## src/rtl/txc_pkg.sv

```systemverilog
package txc_pkg;
  localparam int unsigned STAT_W      = 8;
  localparam int unsigned STAT_HW_DIS = 7;
  localparam int unsigned STAT_FAULT  = 2;
  localparam int unsigned STAT_NRDY   = 0;
endpackage

```

## src/rtl/txc_pin_filter.sv

```systemverilog
module txc_pin_filter #(
  parameter int unsigned SYNC_STAGES = 2,
  parameter int unsigned FILT_CYCLES = 4
) (
  input  logic clk_i,
  input  logic rst_ni,
  input  logic pin_i,
  output logic level_o,
  output logic fall_o
);
  localparam int unsigned CW = $clog2(FILT_CYCLES + 1);

  logic [SYNC_STAGES:0] sync_q;
  assign sync_q[0] = pin_i;

  for (genvar g = 0; g < SYNC_STAGES; g++) begin : g_sync
    always_ff @(posedge clk_i or negedge rst_ni) begin
      if (!rst_ni) sync_q[g+1] <= 1'b1;
      else         sync_q[g+1] <= sync_q[g];
    end
  end

  logic          pin_s, level_q, differ, update;
  logic [CW-1:0] cnt_q;

  assign pin_s  = sync_q[SYNC_STAGES];
  assign differ = pin_s != level_q;
  assign update = differ && (cnt_q == CW'(FILT_CYCLES - 1));

  always_ff @(posedge clk_i or negedge rst_ni) begin
    if (!rst_ni) begin
      level_q <= 1'b1;
      cnt_q   <= '0;
    end else if (!differ) begin
      cnt_q   <= '0;
    end else if (update) begin
      level_q <= pin_s;
      cnt_q   <= '0;
    end else begin
      cnt_q   <= cnt_q + 1'b1;
    end
  end

  assign level_o = level_q;
  assign fall_o  = update && level_q;

  a_r2_level_stable: assert property (@(posedge clk_i) disable iff (!rst_ni)
    !differ |=> $stable(level_q));
endmodule

```

## src/rtl/txc_fault_latch.sv

```systemverilog
module txc_fault_latch #(
  parameter int unsigned HOLD_CYCLES = 12
) (
  input  logic clk_i,
  input  logic rst_ni,
  input  logic pg_i,
  input  logic init_done_i,
  input  logic fault_raw_i,
  input  logic level_i,
  input  logic fall_i,
  output logic fault_o,
  output logic restart_o
);
  localparam int unsigned HW = $clog2(HOLD_CYCLES + 1);

  logic [HW-1:0] hold_q;
  logic          hold_ok, fault_q;

  assign hold_ok   = hold_q >= HW'(HOLD_CYCLES);
  assign restart_o = pg_i && fall_i && hold_ok && fault_q;

  always_ff @(posedge clk_i or negedge rst_ni) begin
    if (!rst_ni)                 hold_q <= '0;
    else if (!pg_i || !level_i)  hold_q <= '0;
    else if (!hold_ok)           hold_q <= hold_q + 1'b1;
  end

  always_ff @(posedge clk_i or negedge rst_ni) begin
    if (!rst_ni)                           fault_q <= 1'b0;
    else if (!pg_i)                        fault_q <= 1'b0;
    else if (restart_o)                    fault_q <= 1'b0;
    else if (fault_raw_i && init_done_i)   fault_q <= 1'b1;
  end

  assign fault_o = fault_q;

  a_r5_fault_sticky: assert property (@(posedge clk_i) disable iff (!rst_ni)
    fault_q && pg_i && !restart_o |=> fault_q);
  a_r6_clear_needs_hold: assert property (@(posedge clk_i) disable iff (!rst_ni)
    fault_q && fall_i && !hold_ok && pg_i |=> fault_q);
  a_r9_no_set_in_init: assert property (@(posedge clk_i) disable iff (!rst_ni)
    !fault_q && !init_done_i |=> !fault_q);
endmodule

```

## src/rtl/txc_init_timer.sv

```systemverilog
module txc_init_timer #(
  parameter int unsigned INIT_CYCLES = 20
) (
  input  logic clk_i,
  input  logic rst_ni,
  input  logic pg_i,
  input  logic restart_i,
  output logic done_o
);
  localparam int unsigned IW = $clog2(INIT_CYCLES + 1);

  logic [IW-1:0] cnt_q;
  logic          done_q;

  always_ff @(posedge clk_i or negedge rst_ni) begin
    if (!rst_ni) begin
      cnt_q  <= '0;
      done_q <= 1'b0;
    end else if (!pg_i || restart_i) begin
      cnt_q  <= '0;
      done_q <= 1'b0;
    end else if (!done_q) begin
      if (cnt_q == IW'(INIT_CYCLES - 1)) done_q <= 1'b1;
      else                               cnt_q  <= cnt_q + 1'b1;
    end
  end

  assign done_o = done_q;

  a_r7_restart_clears: assert property (@(posedge clk_i) disable iff (!rst_ni)
    restart_i |=> !done_o);
  a_r10_pg_holds_init: assert property (@(posedge clk_i) disable iff (!rst_ni)
    !pg_i |=> !done_o);
endmodule

```

## src/rtl/txc_ctrl.sv

```systemverilog
module txc_ctrl
  import txc_pkg::*;
#(
  parameter int unsigned SYNC_STAGES = 2,
  parameter int unsigned FILT_CYCLES = 4,
  parameter int unsigned HOLD_CYCLES = 12,
  parameter int unsigned INIT_CYCLES = 20
) (
  input  logic              clk_i,
  input  logic              rst_ni,
  input  logic              pin_disable_i,
  input  logic              soft_we_i,
  input  logic              soft_val_i,
  input  logic              fault_raw_i,
  input  logic              pwr_good_i,
  output logic              tx_en_o,
  output logic              fault_o,
  output logic [STAT_W-1:0] status_o
);
  logic hw_dis, hw_fall, fault, restart, init_done, soft_q, tx_en_q;

  txc_pin_filter #(.SYNC_STAGES(SYNC_STAGES), .FILT_CYCLES(FILT_CYCLES)) i_filter (
    .clk_i, .rst_ni, .pin_i(pin_disable_i), .level_o(hw_dis), .fall_o(hw_fall)
  );

  txc_fault_latch #(.HOLD_CYCLES(HOLD_CYCLES)) i_fault (
    .clk_i, .rst_ni, .pg_i(pwr_good_i), .init_done_i(init_done),
    .fault_raw_i, .level_i(hw_dis), .fall_i(hw_fall),
    .fault_o(fault), .restart_o(restart)
  );

  txc_init_timer #(.INIT_CYCLES(INIT_CYCLES)) i_init (
    .clk_i, .rst_ni, .pg_i(pwr_good_i), .restart_i(restart), .done_o(init_done)
  );

  always_ff @(posedge clk_i or negedge rst_ni) begin
    if (!rst_ni)         soft_q <= 1'b0;
    else if (!pwr_good_i) soft_q <= 1'b0;
    else if (soft_we_i)  soft_q <= soft_val_i;
  end

  always_ff @(posedge clk_i or negedge rst_ni) begin
    if (!rst_ni) tx_en_q <= 1'b0;
    else         tx_en_q <= pwr_good_i && init_done && !hw_dis && !soft_q && !fault;
  end

  always_comb begin
    status_o              = '0;
    status_o[STAT_HW_DIS] = hw_dis;
    status_o[STAT_FAULT]  = fault;
    status_o[STAT_NRDY]   = !init_done;
  end

  assign tx_en_o = tx_en_q;
  assign fault_o = fault;

  a_r3_pin_forces_off: assert property (@(posedge clk_i) disable iff (!rst_ni)
    hw_dis |=> !tx_en_o);
  a_r4_soft_forces_off: assert property (@(posedge clk_i) disable iff (!rst_ni)
    soft_q |=> !tx_en_o);
  a_r5_fault_forces_off: assert property (@(posedge clk_i) disable iff (!rst_ni)
    fault_o |=> !tx_en_o);
  a_r10_pg_clears: assert property (@(posedge clk_i) disable iff (!rst_ni)
    !pwr_good_i |=> !soft_q && !fault_o && !tx_en_o);
endmodule

```

## config.mk

```make
export PLATFORM = sky130hd
export DESIGN_NAME = txc_ctrl
export DESIGN_NICKNAME = d
export VERILOG_FILES = /design/src/rtl/txc_pkg.sv /design/src/rtl/txc_pin_filter.sv /design/src/rtl/txc_fault_latch.sv /design/src/rtl/txc_init_timer.sv /design/src/rtl/txc_ctrl.sv
export SDC_FILE = /design/constraint.sdc
export NUM_CORES = 1
export LEC_CHECK = 0
export BUFFER_PORTS_ARGS = -buffer_cell sky130_fd_sc_hd__buf_2
export CAP_MARGIN = 10
export CORE_UTILIZATION = 47
export CTS_BUF_LIST = sky130_fd_sc_hd__clkbuf_4 sky130_fd_sc_hd__clkbuf_8 sky130_fd_sc_hd__clkbuf_16
export DETAILED_ROUTE_END_ITERATION = 12
export GPL_ROUTABILITY_DRIVEN = 0
export GPL_TIMING_DRIVEN = 0
export PLACE_DENSITY = 0.8
export SLEW_MARGIN = 20
export SYNTH_ARGS = -nofsm -noshare
export SYNTH_HDL_FRONTEND = slang
export SYNTH_SLANG_ARGS = --single-unit
```

## constraint.sdc

```tcl
create_clock -name clk_i -period 1.24 [get_ports clk_i]
set_input_delay 0.186 -clock clk_i [delete_from_list [all_inputs] [get_ports clk_i]]
set_output_delay 0.186 -clock clk_i [all_outputs]
set_load 0.02 [all_outputs]
```

==> impl_metrics.tcl <==
set metrics [dict create \
    cp.required_ns 1.48 \
    die_x_um 45.9 \
    cts.sink_count 19 \
    hold_class "input pin to register" \
    avgSynthCellArea_um2 11.3 \
    rrSetupSlack_ns -0.1 \
    fin_nets 123 \
    ctsHtreeMaxLevel 1 \
    synth_ff_type "dfrtp_1" \
    min_period_ns 1.34 \
    clock_skew_ns 0.0108 \
    ff2ff_path_depth 4 \
    grt_usage 0.167 \
    io_pins 17 \
    grt_antenna_before_repair 0 \
    max_freq_mhz 748 \
    drive_gt1_frac 0.438 \
    timing.rr.start "i_init.cnt_q[1]" \
    cp_max_fo 4 \
    cts_buffers 3 \
    ys_seq_elements 19 \
    wirelength_mm 1.74 \
    yosys.area_share.adder 0.0414 \
    arrival_ns 1.58 \
    tns_ns -0.544 \
    dieArea_mm2 0.00211 \
    multi_input_area_um2 394 \
    overflow 0 \
    syn2layout_area_growth_pct 30.2 \
    cellPowerDensity_mw_per_mm2 1280 \
    clockBufferDepth 2 \
    setup_ws_ns -0.0972 \
    cts_root_buf "clkbuf_4" \
    synth_cell_type_count 28 \
    cp-start-kind "register" \
    p_leak_nw 0.551 \
    hp-start "pwr_good_i" \
    total_power_mw 1.50 \
    wire_per_inst_um 12.7 \
    hold_depth 3 \
    first_pass_iters 4 \
    routed_via_density 4.90 \
    cts_tree "yes" \
    dr.first_iter.drc_count 4 \
    slew_violations 0 \
    portBuffers 11 \
    ys_seq_area_frac 0.529 \
    r2r_end "i_init.cnt_q[1]" \
    cts.clk_slew.worst_paths_ns 0.11 \
    min_to "tx_en_o" \
    cp-end-kind "register" \
    cap_viol_max_count 0 \
    num_rows 15 \
    netlist_area_um2 906 \
    yosysWarnings 0 \
    vdd_drop_max_mv 0.988 \
    critical_path_class "register to register" \
    num_vias 671 \
    coreArea_mm2 0.00176 \
    synth_edf_count 0 \
    grt_pass1_wl_mm 2.45 \
    clk_latency_ns 0.30 \
    setup_viol_count_final 7 \
    fillers 142 \
    finalHoldViolations 0 \
    synthMuxAreaShare 0.0235 \
    ys_async_sr_fraction 1.00 \
    hold_slack_ns 0.136 \
    outcome "complete, but fails checks" \
    drc 0 \
    start_util 0.513 \
    synth_cells 80 \
    grt_max_degree 20 \
    synthXorXnorAreaFrac 0.0290 \
    grt_pass1_vias 638 \
    violations "negative setup slack" \
    final_antenna_net_count 0 \
    rsz0062_at_grt "true" \
    synth-simple-area-share 0.200 \
    fin_crit_sh 1.08 \
    diodes 0 \
    die_h_um 45.9 \
    seqCellArea_um2 479 \
    synth_top_family_by_area "simple AND/OR/NAND/NOR gates" \
    synth_compound_area_frac 0.0939 \
]
sequential cells by signal, summed over array words and instances (netlist names):
| register | count |
|---|---|
| i_fault.fault_o | 1 |
| i_filter.sync_q | 1 |
| tx_en_o | 1 |
| i_filter.level_o | 1 |
| i_filter.cnt_q | 3 |
| i_init.done_o | 1 |
| i_init.cnt_q | 5 |
| i_filter.pin_s | 1 |
| i_fault.hold_q | 4 |
| soft_q | 1 |
worst max-delay path by stage:
stage                    startpoint              end  slack [ns]
global route        i_init.cnt_q[1]  i_init.cnt_q[1]       -0.14
finish              i_init.cnt_q[1]  i_init.cnt_q[1]        -0.1
CTS                 i_init.cnt_q[1]  i_init.cnt_q[1]       -0.09
floorplan           i_init.cnt_q[1]  i_init.cnt_q[1]       -0.03
global placement    i_init.cnt_q[1]  i_init.cnt_q[1]       -0.07
detailed placement  i_init.cnt_q[0]  i_init.cnt_q[0]       -0.09
per-layer routing:
layer	vias up	GRT usage	part of all wire
li1	326	-	-
met1	327	0.177	0.38
met2	14	0.299	0.57
met3	4	0.0714	0.036
met4	0	0.0471	0.016
met5	-	0	0
worst max-delay path, stage by stage (launching register included):
cell and delay (ns):
dfrtp_1 0.42, ha_2 0.20, nor4bb_4 0.16, or3b_1 0.37
a21oi_2 0.12
power by group:
group | internal (mW) | total [mW] | switching [mW] | leakage [nW]
Sequential | 0.703 | 0.763 | 0.0594 | 0.249
Clock | 0.147 | 0.330 | 0.183 | 0.0184
Combinational | 0.227 | 0.412 | 0.184 | 0.283
Total | 1.08 | 1.50 | 0.427 | 0.551
placed cells by master, fill, tap and decap left out, types with 3 or more instances in the layout:
cell type / n
dfrtp_1: 16
conb_1: 5
nor2_1: 6
nand2_1: 7
buf_2: 9
buf_4: 17
a21oi_2: 4
clkbuf_4: 4
dfstp_2: 3
xnor2_1: 3
buf_6: 4
nor2b_1: 3
synth_stat cells (all sizes together) (2+ instances only):
library cell,instances,area [um^2]
a21oi,6,33.8
buf,8,63.8
dfrtp,16,400
dfstp,3,78.8
ha,3,37.5
inv,2,7.51
nand2,7,26.3
nand4b,2,17.5
nor2,8,30.0
nor2b,3,18.8
nor3,2,10.0
o21ai,3,15.0
or3,2,12.5
xnor2,3,26.3
metrics by stage:
step                       util  setup slack (ns)  area (um^2)  std cells
after detailed placement  0.572           -0.0946         1010        120
after global placement    0.572           -0.0705         1010        120
final                     0.669           -0.0972         1180        137
after CTS                 0.624           -0.0870         1100        130
after floorplan               -           -0.0293          923         84
after global routing      0.669            -0.142         1180        137
what timing repair did:
action	in CTS	in global routing
hold buffers	2	0
endpoints found under the hold margin	17	0
setup endpoints to repair	8	10
setup buffers	4	7
gates resized for setup	3	10
pin swaps	7	5
final cells by class:
type	instances	area share
Buffer	8	0.0541
Timing Repair Buffer	24	0.147
Multi-Input combinational cell	55	0.334
Inverter	2	0.00636
Sequential cell	19	0.406
Tap cell	25	0.0265
Clock buffer	4	0.0255
logic make-up after synthesis:
group,after synthesis
buf+inv,10
other cells,1
fa+ha+maj,3
xor+xnor,3
flops,19
simple gates,30
mux,2
compound gates,12
Power figures use the tool's default switching activity.
